==> config.mk <==
export PLATFORM = sky130hd
export DESIGN_NAME = twi_gc_slave
export DESIGN_NICKNAME = d
export VERILOG_FILES = /design/src/rtl/twi_gc_pkg.sv /design/src/rtl/twi_line_sync.sv /design/src/rtl/twi_addr_class.sv /design/src/rtl/twi_gc_slave.sv
export SDC_FILE = /design/constraint.sdc
export NUM_CORES = 1
export LEC_CHECK = 0
export BUFFER_PORTS_ARGS = -buffer_cell sky130_fd_sc_hd__buf_2
export CORE_MARGIN = 2
export CORE_UTILIZATION = 35
export CTS_CLUSTER_DIAMETER = 30
export CTS_CLUSTER_SIZE = 25
export DETAILED_ROUTE_END_ITERATION = 10
export PLACE_DENSITY = 0.67
export SYNTH_ARGS = -nofsm -noshare
export SYNTH_HDL_FRONTEND = slang
export SYNTH_HIERARCHICAL = 1
export SYNTH_SLANG_ARGS = --single-unit
==> constraint.sdc <==
create_clock -name clk -period 2.3 [get_ports clk]
set_input_delay 0.46 -clock clk [delete_from_list [all_inputs] [get_ports clk]]
set_output_delay 0.46 -clock clk [all_outputs]
set_load 0.1 [all_outputs]
==> src/rtl/twi_gc_pkg.sv <==
package twi_gc_pkg;
    typedef enum logic [2:0] {
        ST_IDLE,
        ST_ADDR,
        ST_GCMD,
        ST_DATA,
        ST_SKIP
    } twi_state_e;

    localparam logic [7:0] CMD_RESET_LOAD = 8'h06;
    localparam logic [7:0] CMD_LOAD_ONLY  = 8'h04;
endpackage

==> src/rtl/twi_line_sync.sv <==
module twi_line_sync #(
    parameter int STAGES = 2
) (
    input  logic clk,
    input  logic rst_n,
    input  logic scl_i,
    input  logic sda_i,
    output logic sda_lvl,
    output logic scl_rise,
    output logic scl_fall,
    output logic start_det,
    output logic stop_det
);
    localparam int LAST = STAGES - 1;

    logic [LAST:0] scl_sh_q, scl_sh_d;
    logic [LAST:0] sda_sh_q, sda_sh_d;
    logic          scl_prev_q, sda_prev_q;

    always_comb begin
        scl_sh_d = {scl_sh_q[LAST-1:0], scl_i};
        sda_sh_d = {sda_sh_q[LAST-1:0], sda_i};
    end

    always_ff @(posedge clk or negedge rst_n) begin
        if (!rst_n) begin
            scl_sh_q   <= '1;
            sda_sh_q   <= '1;
            scl_prev_q <= 1'b1;
            sda_prev_q <= 1'b1;
        end else begin
            scl_sh_q   <= scl_sh_d;
            sda_sh_q   <= sda_sh_d;
            scl_prev_q <= scl_sh_q[LAST];
            sda_prev_q <= sda_sh_q[LAST];
        end
    end

    assign sda_lvl   = sda_sh_q[LAST];
    assign scl_rise  = scl_sh_q[LAST] & ~scl_prev_q;
    assign scl_fall  = ~scl_sh_q[LAST] & scl_prev_q;
    assign start_det = scl_sh_q[LAST] & scl_prev_q & sda_prev_q & ~sda_sh_q[LAST];
    assign stop_det  = scl_sh_q[LAST] & scl_prev_q & ~sda_prev_q & sda_sh_q[LAST];
endmodule

==> src/rtl/twi_addr_class.sv <==
module twi_addr_class (
    input  logic [7:0] byte_i,
    input  logic [6:0] own_addr_i,
    input  logic       gc_en_i,
    output logic       own_hit_o,
    output logic       gc_hit_o,
    output logic       cmd_hw_o,
    output logic       cmd_rst_o,
    output logic       cmd_load_o
);
    import twi_gc_pkg::*;

    logic [6:0] addr7;
    logic       rd;
    logic       rsvd;

    always_comb begin
        addr7      = byte_i[7:1];
        rd         = byte_i[0];
        rsvd       = (addr7[6:3] == 4'b0000) || (addr7[6:3] == 4'b1111);
        gc_hit_o   = (addr7 == 7'd0) && !rd && gc_en_i;
        own_hit_o  = !rsvd && (addr7 == own_addr_i) && !rd;
        cmd_hw_o   = byte_i[0];
        cmd_rst_o  = (byte_i == CMD_RESET_LOAD);
        cmd_load_o = (byte_i == CMD_LOAD_ONLY);
    end
endmodule

==> src/rtl/twi_gc_slave.sv <==
module twi_gc_slave #(
    parameter int         PROG_W      = 3,
    parameter logic [6:0] BASE_ADDR   = 7'h50,
    parameter int         SYNC_STAGES = 2
) (
    input  logic              clk,
    input  logic              rst_n,
    input  logic              scl_i,
    input  logic              sda_i,
    input  logic              gc_en_i,
    input  logic [PROG_W-1:0] addr_pins_i,
    output logic              sda_oe_o,
    output logic [7:0]        rx_data_o,
    output logic              rx_valid_o,
    output logic              soft_rst_o,
    output logic              addr_load_o,
    output logic              hw_call_o,
    output logic [6:0]        hw_master_o
);
    import twi_gc_pkg::*;

    localparam int          BITS_PER_BYTE = 8;
    localparam logic [3:0]  CNT_ACK_SET   = 4'(BITS_PER_BYTE);
    localparam logic [3:0]  CNT_ACK_END   = 4'(BITS_PER_BYTE + 1);
    localparam logic [PROG_W-1:0] PROG_RST = BASE_ADDR[PROG_W-1:0];

    typedef struct packed {
        twi_state_e        st;
        logic [3:0]        cnt;
        logic [7:0]        shreg;
        logic              oe;
        logic [PROG_W-1:0] prog;
        logic [7:0]        rx_data;
        logic              rx_vld;
        logic              srst;
        logic              load;
        logic              hw_vld;
        logic [6:0]        hw_addr;
    } core_t;

    core_t q, d;

    logic sda_lvl, scl_rise, scl_fall, start_det, stop_det;
    logic own_hit, gc_hit, cmd_hw, cmd_rst, cmd_load;
    logic [6:0] own_addr;

    twi_line_sync #(.STAGES(SYNC_STAGES)) u_sync (
        .clk       (clk),
        .rst_n     (rst_n),
        .scl_i     (scl_i),
        .sda_i     (sda_i),
        .sda_lvl   (sda_lvl),
        .scl_rise  (scl_rise),
        .scl_fall  (scl_fall),
        .start_det (start_det),
        .stop_det  (stop_det)
    );

    assign own_addr = {BASE_ADDR[6:PROG_W], q.prog};

    twi_addr_class u_cls (
        .byte_i     (q.shreg),
        .own_addr_i (own_addr),
        .gc_en_i    (gc_en_i),
        .own_hit_o  (own_hit),
        .gc_hit_o   (gc_hit),
        .cmd_hw_o   (cmd_hw),
        .cmd_rst_o  (cmd_rst),
        .cmd_load_o (cmd_load)
    );

    always_comb begin
        d        = q;
        d.rx_vld = 1'b0;
        d.srst   = 1'b0;
        d.load   = 1'b0;
        d.hw_vld = 1'b0;
        if (stop_det) begin
            d.st  = ST_IDLE;
            d.cnt = '0;
            d.oe  = 1'b0;
        end else if (start_det) begin
            d.st  = ST_ADDR;
            d.cnt = '0;
            d.oe  = 1'b0;
        end else if (q.st != ST_IDLE) begin
            if (scl_rise && q.cnt < CNT_ACK_SET) begin
                d.shreg = {q.shreg[6:0], sda_lvl};
                d.cnt   = q.cnt + 4'd1;
            end else if (scl_fall && q.cnt == CNT_ACK_SET) begin
                d.cnt = CNT_ACK_END;
                unique case (q.st)
                    ST_ADDR: begin
                        if (gc_hit) begin
                            d.oe = 1'b1;
                            d.st = ST_GCMD;
                        end else if (own_hit) begin
                            d.oe = 1'b1;
                            d.st = ST_DATA;
                        end else begin
                            d.st = ST_SKIP;
                        end
                    end
                    ST_GCMD: begin
                        if (cmd_hw) begin
                            d.oe      = 1'b1;
                            d.hw_addr = q.shreg[7:1];
                            d.hw_vld  = 1'b1;
                            d.st      = ST_DATA;
                        end else if (cmd_rst || cmd_load) begin
                            d.oe   = 1'b1;
                            d.load = 1'b1;
                            d.prog = addr_pins_i;
                            d.st   = ST_SKIP;
                            if (cmd_rst) begin
                                d.srst    = 1'b1;
                                d.hw_addr = '0;
                            end
                        end else begin
                            d.st = ST_SKIP;
                        end
                    end
                    ST_DATA: begin
                        d.oe      = 1'b1;
                        d.rx_data = q.shreg;
                        d.rx_vld  = 1'b1;
                    end
                    default: d.oe = 1'b0;
                endcase
            end else if (scl_fall && q.cnt == CNT_ACK_END) begin
                d.cnt = '0;
                d.oe  = 1'b0;
            end
        end
    end

    always_ff @(posedge clk or negedge rst_n) begin
        if (!rst_n) begin
            q         <= '0;
            q.st      <= ST_IDLE;
            q.prog    <= PROG_RST;
        end else begin
            q <= d;
        end
    end

    assign sda_oe_o    = q.oe;
    assign rx_data_o   = q.rx_data;
    assign rx_valid_o  = q.rx_vld;
    assign soft_rst_o  = q.srst;
    assign addr_load_o = q.load;
    assign hw_call_o   = q.hw_vld;
    assign hw_master_o = q.hw_addr;

    // data line is pulled only inside the acknowledge slot
    p_ack_slot_r3: assert property (@(posedge clk) disable iff (!rst_n)
        sda_oe_o |-> (q.cnt == CNT_ACK_END));

    // every START brings the block back to address reception
    p_rearm_r2: assert property (@(posedge clk) disable iff (!rst_n)
        start_det |=> (q.st == ST_ADDR && q.cnt == 4'd0 && !sda_oe_o));

    // a soft reset always comes with an address reload, for one cycle
    p_rst_load_r5: assert property (@(posedge clk) disable iff (!rst_n)
        soft_rst_o |-> addr_load_o);
    p_rst_single_r5: assert property (@(posedge clk) disable iff (!rst_n)
        soft_rst_o |=> !soft_rst_o);

    // programmable bits change only together with a load pulse
    p_prog_hold_r6: assert property (@(posedge clk) disable iff (!rst_n)
        !$stable(q.prog) |-> addr_load_o);

    // data strobes only while a transfer is accepted
    p_data_state_r11: assert property (@(posedge clk) disable iff (!rst_n)
        rx_valid_o |-> (q.st == ST_DATA && sda_oe_o));
endmodule

==> summary.txt, run 1 <==
Detailed routing
  – Pre-Repair DR Iteration Count: 4
  – Via-per-instance ratio: 4.88
  – DRC Markers: 0
  – Routed Antenna Nets: 0
  – Initial DRC Count: 52
  – Vias: 1414
  – Routed Wire Length: 3980 um
  – WL/cell: 13.7 um

Timing
  – Slew Limit Fails: 0
  – Worst hold margin: 0.228 ns
  – Worst setup margin: 0.125 ns
  – Setup-failing EPs final: 0
  – Tightest Pin Transition: 0.545 ns
  – Fin Setup TNS: 0 ns
  – Final worst path period need: 2.18 ns
  – Fmax: 460 MHz
  – Final hold violations: 0
  – RSZ-0062 raised after global routing: no
  – Final Skew: 0.00705 ns
  – Period utilization: 94.6%
  – Relative slew slack: 63.6%

Run
  – Max cap viols: 0

Worst setup path
  – Critical-path cell list: or4_1, nor3_2, and3_1, nor2_1, or3_4, mux2_4
  – Worst-path fanout max: 4
  – Crit path capture type: flop
  – Arrival @ worst endpoint: 2.36 ns
  – Startpoint Class: flop
  – WP buf/inv: 0
  – Peak per-stage delay on the critical path: 0.53 ns
  – CP top delay family: simple AND/OR/NAND/NOR gates
  – Setup CP Type: flop to flop
  – R2r setup slk: 0.12 ns
  – Crit-path slowest cell: or4_1
  – Critical Path RT: 2.48 ns

Layout
  – Final #Nets: 225
  – Layout cell share with drive strength beyond 1: 38.6%
  – Area Overhead vs Synth: 12.3%
  – Fin cells: 290
  – Ant diodes: 0

Power
  – Lkg Pwr: 1.22 nW
  – Peak supply drop: 0.000225 V
  – PnR Total Power: 1.64 mW
  – Power density cells: 666 nW/um^2

CTS
  – Clock Path Buffers: 2
  – CTS tree: done
  – Post-CTS Resized: 0
  – Clock Root Buffer: clkbuf_8
  – Worst-path clk slew: 0.08 ns
  – Cts-stage hold buffer count: 0
  – CTS Buf Count: 5
  – Postcts setup bufs: 0
  – Insertion delay to the later sink of the worst-skew pair: 0.30 ns
  – # clock sinks: 44
  – Number of H-tree levels: 2

Floorplanning
  – Starting density of the core: 36.7%
  – DIE AREA: 6930 um^2
  – Core area: 5990 um^2
  – Die H: 83.3 um
  – Row count: 28
  – Ports: 28
  – Die width: 83.3 um

Synth
  – Library cells used by synthesis: 44
  – Syn Inst Count: 185
  – Async S/R FF share, synth: 100%
  – Yosys top cell by area: dfrtp_1
  – Synthesized area: 2200 um^2
  – Synth Warn #: 6
  – Post-synth EDFFs: 0
  – Share of the yosys chip area belonging to registers: 50.4%
  – Top post-synthesis cells by area: dfrtp_1 43%, mux2_2 9.2%, dfstp_2 7.2%
  – Mean area per synthesized cell: 11.9 um^2
  – Register bit total from synthesis: 44
  – Most common flop cell mapped by yosys: dfrtp_1
  – Share of the synthesized area in the top cell type: 43.3%

Global route
  – Global-route wire length before repair: 6990 um
  – Largest net degree at the start of global routing: 45
  – Total track usage: 12.5%
  – Initial antenna violation count: 0
  – Vias in the first global route: 1455
  – Total grt overflow: 0

Placement
  – GPL Wtd Cong: 0.756
  – Post-Place Cells: 282
  – IO Port Bufs: 27
  – Post-DP HPWL: 2870 um
  – Dpl ws: 0.154 ns

Outcome
  – Status: finished clean

Worst hold path
  – HP Class: primary input to asynchronous set/reset pin
[final cells by class]
type | count | area [um^2]
well taps | 75 | 93.8
clock buffers | 7 | 86.3
inverters | 9 | 33.8
clock inverters | 1 | 7.51
fillers | 558 | 3520
multi-input cells | 115 | 913
repair buffers | 39 | 225
flip-flops and latches | 44 | 1110
[cells in the mapped netlist, types with 2 or more instances]
cell type,count
ha_1,3
and4b_1,3
a211oi_1,3
xor2_1,2
nor3_1,4
o21ai_0,6
nand2_1,5
or2_2,2
conb_1,2
inv_1,9
a21oi_1,2
nand3_1,6
nand4_1,2
nor2_1,8
or3_4,2
and3_1,3
xnor2_1,5
a22o_1,8
dfrtp_1,38
nor4b_1,2
mux2_4,3
nor3b_1,2
buf_4,19
mux2_2,18
nor2b_1,4
dfstp_2,6
[worst paths after layout]
| path | startpoint | endpoint | cells after the start |
|---|---|---|---|
| worst min-delay path | rst_n | own_addr[0] | 2 |
| worst min register to register | u_sync/scl_sh_q[0] | u_sync/scl_sh_q[1] | 0 |
| max in group asynchronous | rst_n | hw_master_o[2] | 2 |
| min in group clk | scl_i | u_sync/scl_sh_q[0] | 1 |
| worst max register to register | q[30] | own_addr[1] | 6 |
| worst max-delay path | q[30] | own_addr[1] | 6 |
[layout by cell type, fill, tap and decap left out, types with 2 or more instances in the layout]
cell type,instances
and4b_1,3
nand2_1,5
mux2_4,3
nand3_1,6
nor2_1,8
and3_1,3
dfrtp_1,38
or2_2,2
conb_1,5
nor3_1,4
nand4_1,2
xor2_1,2
o21ai_0,6
dfstp_2,6
or3_4,2
ha_1,3
nor2b_1,4
mux2_2,18
a211oi_1,3
a21oi_1,2
nor4b_1,2
nor3b_1,2
xnor2_1,5
buf_2,27
buf_4,12
inv_1,9
clkbuf_8,6
a22o_1,8
[per-stage QoR]
step | area [um^2] | utilization [%]
after floorplan | 2210 | -
after detailed placement | 2370 | 39.6
after global placement | 2370 | 39.6
after CTS | 2470 | 41.2
final | 2470 | 41.2
after global routing | 2470 | 41.2
[state kept, by name, indices dropped and copies added (netlist names), 2 cells and up]
name,cells
rx_data_o,8
u_sync/sda_sh_q,2
own_addr,3
q,15
hw_master_o,7
u_sync/scl_sh_q,2
[power by group]
part	leakage [nW]	internal, mW	switching, mW
combinational	0.599	0.129	0.141
sequential	0.582	0.822	0.0570
clock	0.0445	0.244	0.250
[per-layer routing]
metal / vias to the layer above / part of all wire, % / GRT usage, %
met3: 4 / 3.5 / 2.68
met4: 0 / 1.4 / 5.37
li1: 692 / - / -
met1: 694 / 48 / 16.6
met2: 24 / 47 / 19.8
met5: - / 0 / 0
[logic make-up after synthesis]
| family | Yosys count | share of synthesized area [%] |
|---|---|---|
| AO/OA/AOI/OAI | 26 | 8.54 |
| XOR/XNOR | 7 | 2.79 |
| adder cells (fa/ha/maj) | 3 | 1.71 |
| buffers and inverters | 29 | 8.54 |
| flip-flops | 44 | 50.4 |
| multiplexers | 22 | 11.7 |
| other | 2 | 0.342 |
| AND/OR/NAND/NOR | 52 | 15.9 |
Power figures use the tool's default switching activity.
==> inputs of run 2 (changes only) <==
Settings changed: SYNTH_HIERARCHICAL 1 to unset.
==> summary.txt, run 2 <==
Timing
  – Final Skew: 0.00894 ns (+0.00189 ns)
  – Final worst path period need: 2.02 ns (-0.153 ns)
  – Tightest Pin Transition: 0.528 ns (-0.0174 ns)
  – Final hold violations: 0 (unchanged)
  – Period utilization: 87.9% (-6.7 points)
  – Fin Setup TNS: 0 ns (unchanged)
  – RSZ-0062 raised after global routing: no
  – Slew Limit Fails: 0 (unchanged)
  – Fmax: 495 MHz (+7.6%)
  – Relative slew slack: 64.8% (+1.2 points)
  – Setup-failing EPs final: 0 (unchanged)

Worst setup path
  – Worst-path fanout max: 12 (+8)
  – Critical Path RT: 2.49 ns (about the same)
  – Crit path capture type: flop
  – Startpoint Class: flop
  – Setup CP Type: flop to flop
  – Arrival @ worst endpoint: 2.21 ns (-0.15 ns)

Layout
  – Final #Nets: 215 (-4.4%)
  – Biggest register: q
  – Area Overhead vs Synth: 9.00%
  – Filler cells: 585 (+4.8%)
  – Layout cell share with drive strength beyond 1: 33.3% (-5.3 points)
  – Multi-input gate area in the final layout: 842 um^2 (-7.8%)
  – Leading cell type in the layout, fill and taps excluded: dfrtp_1
  – Design area: 2300 um^2 (-6.7%)
  – Ant diodes: 0 (unchanged)
  – Sequential cell area: 1110 um^2 (unchanged)
  – Max reg flops: 15 (unchanged)
  – Most frequent cells in the layout: 38 x dfrtp_1, 27 x buf_2, 25 x nand2_1

Floorplanning
  – DIE AREA: 6670 um^2 (-3.7%)
  – Ports: 28 (unchanged)
  – Row count: 28 (unchanged)
  – Starting density of the core: 35.9% (-0.81 points)
  – Die width: 81.7 um (-1.9%)
  – Die H: 81.7 um (-1.9%)
  – Core area: 5890 um^2 (-1.8%)

CTS
  – Postcts setup bufs: 0 (unchanged)
  – Insertion delay to the later sink of the worst-skew pair: 0.30 ns (about the same)
  – Clock Root Buffer: clkbuf_8
  – CTS Buf Count: 5 (unchanged)
  – Number of H-tree levels: 2 (unchanged)
  – Worst-path clk slew: 0.08 ns (about the same)
  – CTS tree: done
  – Cts-stage hold buffer count: 0 (unchanged)
  – Post-CTS Resized: 0 (unchanged)
  – Clock Path Buffers: 2 (unchanged)
  – # clock sinks: 44 (unchanged)

Power
  – Power density cells: 775 nW/um^2 (+16%)
  – Combinational power share: 17.0% (+0.6 points)
  – Switching fraction of total power: 33.4% (+6.2 points)
  – Sw Pwr: 596 uW (+33%)
  – Peak supply drop: 0.000270 V (+20%)
  – Lkg Pwr: 1.15 nW (-6.4%)
  – Sequential share of power: 57.1% (+3.6 points)
  – Int Pwr: 1.19 mW (-0.61%)
  – Clock network power share: 25.9% (-4.2 points)

Outcome
  – Status: finished clean

Synth
  – Synth Area in Compound Gates: 11.6% (+3.1 points)
  – Share of the synthesized area in the top cell type: 45.0% (+1.8 points)
  – Syn Inst Count: 188 (+1.6%)
  – Library cells used by synthesis: 42 (-4.5%)
  – Async S/R FF share, synth: 100% (unchanged)
  – Count leader, synth: dfrtp_1
  – Synth Warn #: 0 (-6)
  – Register bit total from synthesis: 44 (unchanged)
  – Synthesized net count: 199
  – Yosys top cell by area: dfrtp_1
  – Post-synthesis adder-cell area fraction: 1.78% (+0.070 points)
  – Top cells by count, synth: 38 x dfrtp_1, 25 x nand2_1, 15 x buf_4
  – Largest family of logic cells by synthesized area: simple AND/OR/NAND/NOR gates
  – Top post-synthesis cells by area: dfrtp_1 45%, dfstp_2 7.5%, mux2_2 7.5%
  – Post-Synth XOR/XNOR Area: 2.49% (-0.30 points)
  – Synth Area in Simple Gates: 16.0% (+0.059 points)
  – Most common flop cell mapped by yosys: dfrtp_1
  – Share of the yosys chip area belonging to registers: 52.5% (+2.1 points)
  – Mean area per synthesized cell: 11.2 um^2 (-5.5%)
  – Post-synth EDFFs: 0 (unchanged)
  – Synthesized area: 2110 um^2 (-3.9%)
  – Mux contribution to synthesized area: 8.00% (-3.7 points)

Detailed routing
  – Pre-Repair DR Iteration Count: 4 (unchanged)
  – Highest routed layer: met4
  – Vias: 1378 (-2.5%)
  – Routed Antenna Nets: 0 (unchanged)
  – WL/cell: 14.4 um (+4.8%)
  – Initial DRC Count: 109 (+110%)
  – Routed Wire Length: 4010 um (+0.80%)
  – Metal2 WL: 1840 um (-1.7%)
  – Via-per-instance ratio: 4.94 (+1.3%)
  – Met1 WL: 1930 um (+0.84%)
  – DRC Markers: 0 (unchanged)
  – Wire length on met3: 173 um (+25%)

Global route
  – Initial antenna violation count: 0 (unchanged)
  – Total grt overflow: 0 (unchanged)
  – Vias in the first global route: 1364 (-6.3%)
  – Global-route wire length before repair: 6790 um (-2.9%)
  – Total track usage: 13.5% (+0.95 points)
  – Largest net degree at the start of global routing: 31 (-31%)

Run
  – Max cap viols: 0 (unchanged)

Placement
  – Placed cell areas: 2220 um^2 (-6.5%)
  – IO Port Bufs: 27 (unchanged)
  – Post-DP HPWL: 2890 um (+0.43%)
  – GPL Wtd Cong: 0.863 (+14%)

Worst hold path
  – HP Class: primary input to asynchronous set/reset pin
[run 2: logic make-up after synthesis]
group,after synthesis
muxes,15
AOI/OAI and AO/OA,33
DFF,44
xor gates and xnor gates,6
and+or+nand+nor,60
buffers and inverters,27
adders and majority gates,3
[run 2: critical path, stage by stage (launching register included)]
cell and delay, ns:
dfrtp_1 0.55, nor2_1 0.26, nand2_1 0.17, nor3_2 0.45, a21oi_1 0.25, a22o_1 0.23
[run 2: worst paths after layout]
| path | to | startpoint | cells after the start | slack (ns) |
|---|---|---|---|---|
| max | hw_master_o[1] | q[35] | 5 | 0.28 |
| min | q[37] | rst_n | 1 | 0.05 |
| max reg2reg | hw_master_o[1] | q[35] | 5 | 0.28 |
| min reg2reg | u_sync.sda_sh_q[1] | u_sync.sda_sh_q[0] | 0 | 0.36 |
| max in group asynchronous | rx_data_o[2] | rst_n | 2 | 1.55 |
| min in group clk | u_sync.scl_sh_q[0] | scl_i | 1 | 0.26 |
[run 2: power groups by stage]
stage	clock, mW	combinational, mW	sequential (mW)
final	0.462	0.303	1.02
after global routing	0.507	0.356	1.04
after CTS	0.474	0.307	1.02
after detailed placement	0	0.306	1.03
after global placement	0	0.295	1.03
after floorplan	0	0.285	0.942
[run 2: metrics by stage]
stage | total power [mW] | cells | util [%] | worst slack (ns) | hold slack (ns)
floorplan | 1.23 | 188 | - | 0.521 | 0.164
global placement | 1.33 | 272 | 37.7 | 0.341 | 0.346
detailed placement | 1.34 | 272 | 37.7 | 0.280 | 0.347
CTS | 1.80 | 279 | 39.1 | 0.278 | 0.0662
global route | 1.90 | 279 | 39.1 | 0.0432 | 0.0731
finish | 1.78 | 279 | 39.1 | 0.278 | 0.0517
[run 2: metal layers]
| layer | vias to the layer above | track usage, % |
|---|---|---|
| met4 | 0 | 5.00 |
| li1 | 673 | - |
| met3 | 5 | 2.97 |
| met1 | 667 | 18.9 |
| met2 | 33 | 20.4 |
| met5 | - | 0 |
[run 2: final cells by class]
cell class / instances / share of cell area [%]
multi-input combinational: 117 / 36.6
tap: 75 / 4.08
clock inverter: 2 / 0.543
inverter: 7 / 1.14
clock buffer: 5 / 2.99
sequential: 44 / 48.2
timing repair buffer: 29 / 6.52
==> inputs of run 3 (changes only) <==
Settings changed: ABC_AREA set to 1, MAX_ROUTING_LAYER set to met4.
==> summary.txt, run 3 <==
Floorplanning
  – Starting density of the core: 35.9% (about the same)
  – DIE AREA: 6680 um^2 (about the same)
  – Core area: 5890 um^2 (unchanged)
  – Die H: 81.7 um (about the same)
  – Row count: 28 (unchanged)
  – Die width: 81.7 um (about the same)
  – Ports: 28 (unchanged)

Timing
  – Tightest Pin Transition: 0.500 ns (-0.0278 ns)
  – Period utilization: 76.3% (-12 points)
  – Worst setup margin: 0.545 ns (+0.266 ns)
  – Final Skew: 0.00884 ns (-0.0000941 ns)
  – Setup-failing EPs final: 0 (unchanged)
  – Final worst path period need: 1.76 ns (-0.266 ns)
  – Worst hold margin: 0.111 ns (+0.0593 ns)
  – RSZ-0062 raised after global routing: no
  – Relative slew slack: 66.7% (+1.9 points)
  – Final hold violations: 0 (unchanged)
  – Fmax: 570 MHz (+15%)
  – Fin Setup TNS: 0 ns (unchanged)
  – Slew Limit Fails: 0 (unchanged)

Placement
  – GPL Wtd Cong: 0.836 (-3.1%)
  – IO Port Bufs: 27 (unchanged)
  – Dpl ws: 0.536 ns (+0.256 ns)
  – Placed cell areas: 2230 um^2 (+0.45%)
  – Post-DP HPWL: 2950 um (+2.2%)

Synth
  – Top cells by count, synth: 65 x nand2_1, 38 x dfrtp_1, 22 x inv_1
  – Synthesized area: 2110 um^2 (about the same)
  – Post-synth EDFFs: 0 (unchanged)
  – Most common flop cell mapped by yosys: dfrtp_1
  – Library cells used by synthesis: 29 (-31%)
  – Count leader, synth: nand2_1
  – Share of the yosys chip area belonging to registers: 52.5% (about the same)
  – Syn Inst Count: 235 (+25%)
  – Yosys top cell by area: dfrtp_1
  – Synth Warn #: 0 (unchanged)
  – Mean area per synthesized cell: 8.99 um^2 (-20%)
  – Top post-synthesis cells by area: dfrtp_1 45%, nand2_1 12%, dfstp_2 7.5%
  – Share of the synthesized area in the top cell type: 45.0% (about the same)
  – Register bit total from synthesis: 44 (unchanged)
  – Async S/R FF share, synth: 100% (unchanged)
  – Synthesized net count: 246 (+24%)

Detailed routing
  – Pre-Repair DR Iteration Count: 4 (unchanged)
  – WL/cell: 11.7 um (-18%)
  – Vias: 1532 (+11%)
  – Routed Wire Length: 3850 um (-4.0%)
  – Via-per-instance ratio: 4.67 (-5.4%)
  – DRC Markers: 0 (unchanged)
  – Routed Antenna Nets: 0 (unchanged)
  – Initial DRC Count: 67 (-39%)

CTS
  – Worst-path clk slew: 0.08 ns (about the same)
  – Clock Path Buffers: 2 (unchanged)
  – Post-CTS Resized: 0 (unchanged)
  – # clock sinks: 44 (unchanged)
  – Number of H-tree levels: 2 (unchanged)
  – CTS Buf Count: 5 (unchanged)
  – Postcts setup bufs: 0 (unchanged)
  – Cts-stage hold buffer count: 0 (unchanged)
  – Insertion delay to the later sink of the worst-skew pair: 0.30 ns (about the same)
  – Clock Root Buffer: clkbuf_8
  – CTS tree: done

Worst setup path
  – Arrival @ worst endpoint: 1.94 ns (-0.27 ns)
  – Setup CP Type: flop to flop
  – Setup crit start: q[31]
  – R2r setup slk: 0.54 ns (+0.27 ns)
  – Critical Path RT: 2.49 ns (about the same)
  – Worst-path fanout max: 17 (+5)
  – Reg2reg path depth: 7 (+2)
  – Reg-to-Reg Start: q[31]
  – CP endpoint: rx_data_o[7]
  – Crit path capture type: flop
  – R2r endpoint: rx_data_o[7]
  – Startpoint Class: flop

Layout
  – Layout cell share with drive strength beyond 1: 25.7% (-7.6 points)
  – Area Overhead vs Synth: 9.41%
  – Design area: 2310 um^2 (+0.43%)
  – Max reg flops: 15 (unchanged)
  – Leading cell type in the layout, fill and taps excluded: nand2_1
  – Ant diodes: 0 (unchanged)
  – Filler cells: 619 (+5.8%)
  – Most frequent cells in the layout: 65 x nand2_1, 38 x dfrtp_1, 27 x buf_2
  – Biggest register: q
  – Final #Nets: 264 (+23%)

Power
  – Clock network power share: 26.2% (+0.3 points)
  – Sequential share of power: 53.9% (-3.2 points)
  – Combinational power share: 19.9% (+2.9 points)
  – Lkg Pwr: 1.14 nW (-0.49%)
  – Peak supply drop: 0.000278 V (+3.1%)
  – Int Pwr: 1.18 mW (-1.0%)
  – Switching fraction of total power: 34.1% (+0.64 points)
  – Sw Pwr: 608 uW (+1.9%)
  – Power density cells: 771 nW/um^2 (-0.46%)

Global route
  – Total grt overflow: 0 (unchanged)
  – Vias in the first global route: 1614 (+18%)
  – Global-route wire length before repair: 6880 um (+1.3%)
  – Total track usage: 14.1% (+0.62 points)
  – Largest net degree at the start of global routing: 24 (-23%)
  – Initial antenna violation count: 0 (unchanged)

Worst hold path
  – HP Class: primary input to asynchronous set/reset pin

Outcome
  – Status: finished clean

Run
  – Max cap viols: 0 (unchanged)
[run 3: critical path, stage by stage, from the launching register on]
cell	delay, ns
dfrtp_1	0.42
inv_1	0.10
ha_1	0.19
nand3b_1	0.10
nor2_2	0.14
nand4_2	0.41
nand2_1	0.21
o21ai_2	0.07
[run 3: worst min path at each step]
stage                            start                 end
finish                           rst_n      hw_master_o[6]
global route                     rst_n      hw_master_o[3]
CTS                              rst_n        rx_data_o[4]
detailed placement  u_sync.sda_sh_q[0]  u_sync.sda_sh_q[1]
global placement    u_sync.sda_sh_q[0]  u_sync.sda_sh_q[1]
floorplan                        rst_n         addr_load_o
[run 3: metrics by stage]
step | utilization (%) | total power, mW | cells
after floorplan | - | 1.22 | 235
after global placement | 37.9 | 1.32 | 321
after detailed placement | 37.9 | 1.34 | 321
after CTS | 39.3 | 1.81 | 328
after global routing | 39.3 | 1.93 | 328
final | 39.3 | 1.78 | 328
[run 3: per-layer routing]
layer / vias to the layer above / track usage (%) / share of wire, % / wire length [um]
li1: 767 / - / - / -
met1: 727 / 15.0 / 42 / 1630
met2: 30 / 24.2 / 50 / 1920
met3: 8 / 4.62 / 5.4 / 208
met4: 0 / 5.83 / 2.3 / 88
met5: - / - / 0 / 0
[run 3: power by group through the flow]
| stage | Clock (mW) | Sequential [mW] | Combinational, mW |
|---|---|---|---|
| after floorplan | 0 | 0.949 | 0.270 |
| after global placement | 0 | 0.971 | 0.353 |
| after detailed placement | 0 | 0.974 | 0.362 |
| after CTS | 0.487 | 0.960 | 0.363 |
| after global routing | 0.522 | 0.977 | 0.427 |
| final | 0.467 | 0.961 | 0.356 |
[run 3: cell families after synthesis]
family,Yosys count,synth area share [%]
AOI/OAI and AO/OA,33,9.71
xor gates and xnor gates,2,0.829
adders and majority gates,3,1.78
buffers and inverters,43,10.8
DFF,44,52.5
and+or+nand+nor,110,24.4
[run 3: layout make-up]
class	count	area, um^2	share of cell area [%]
clock buffers	5	68.8	2.98
clock inverters	2	12.5	0.541
inverters	26	97.6	4.22
multi-input cells	148	776	33.5
flip-flops and latches	44	1110	47.9
well taps	75	93.8	4.06
repair buffers	28	155	6.71
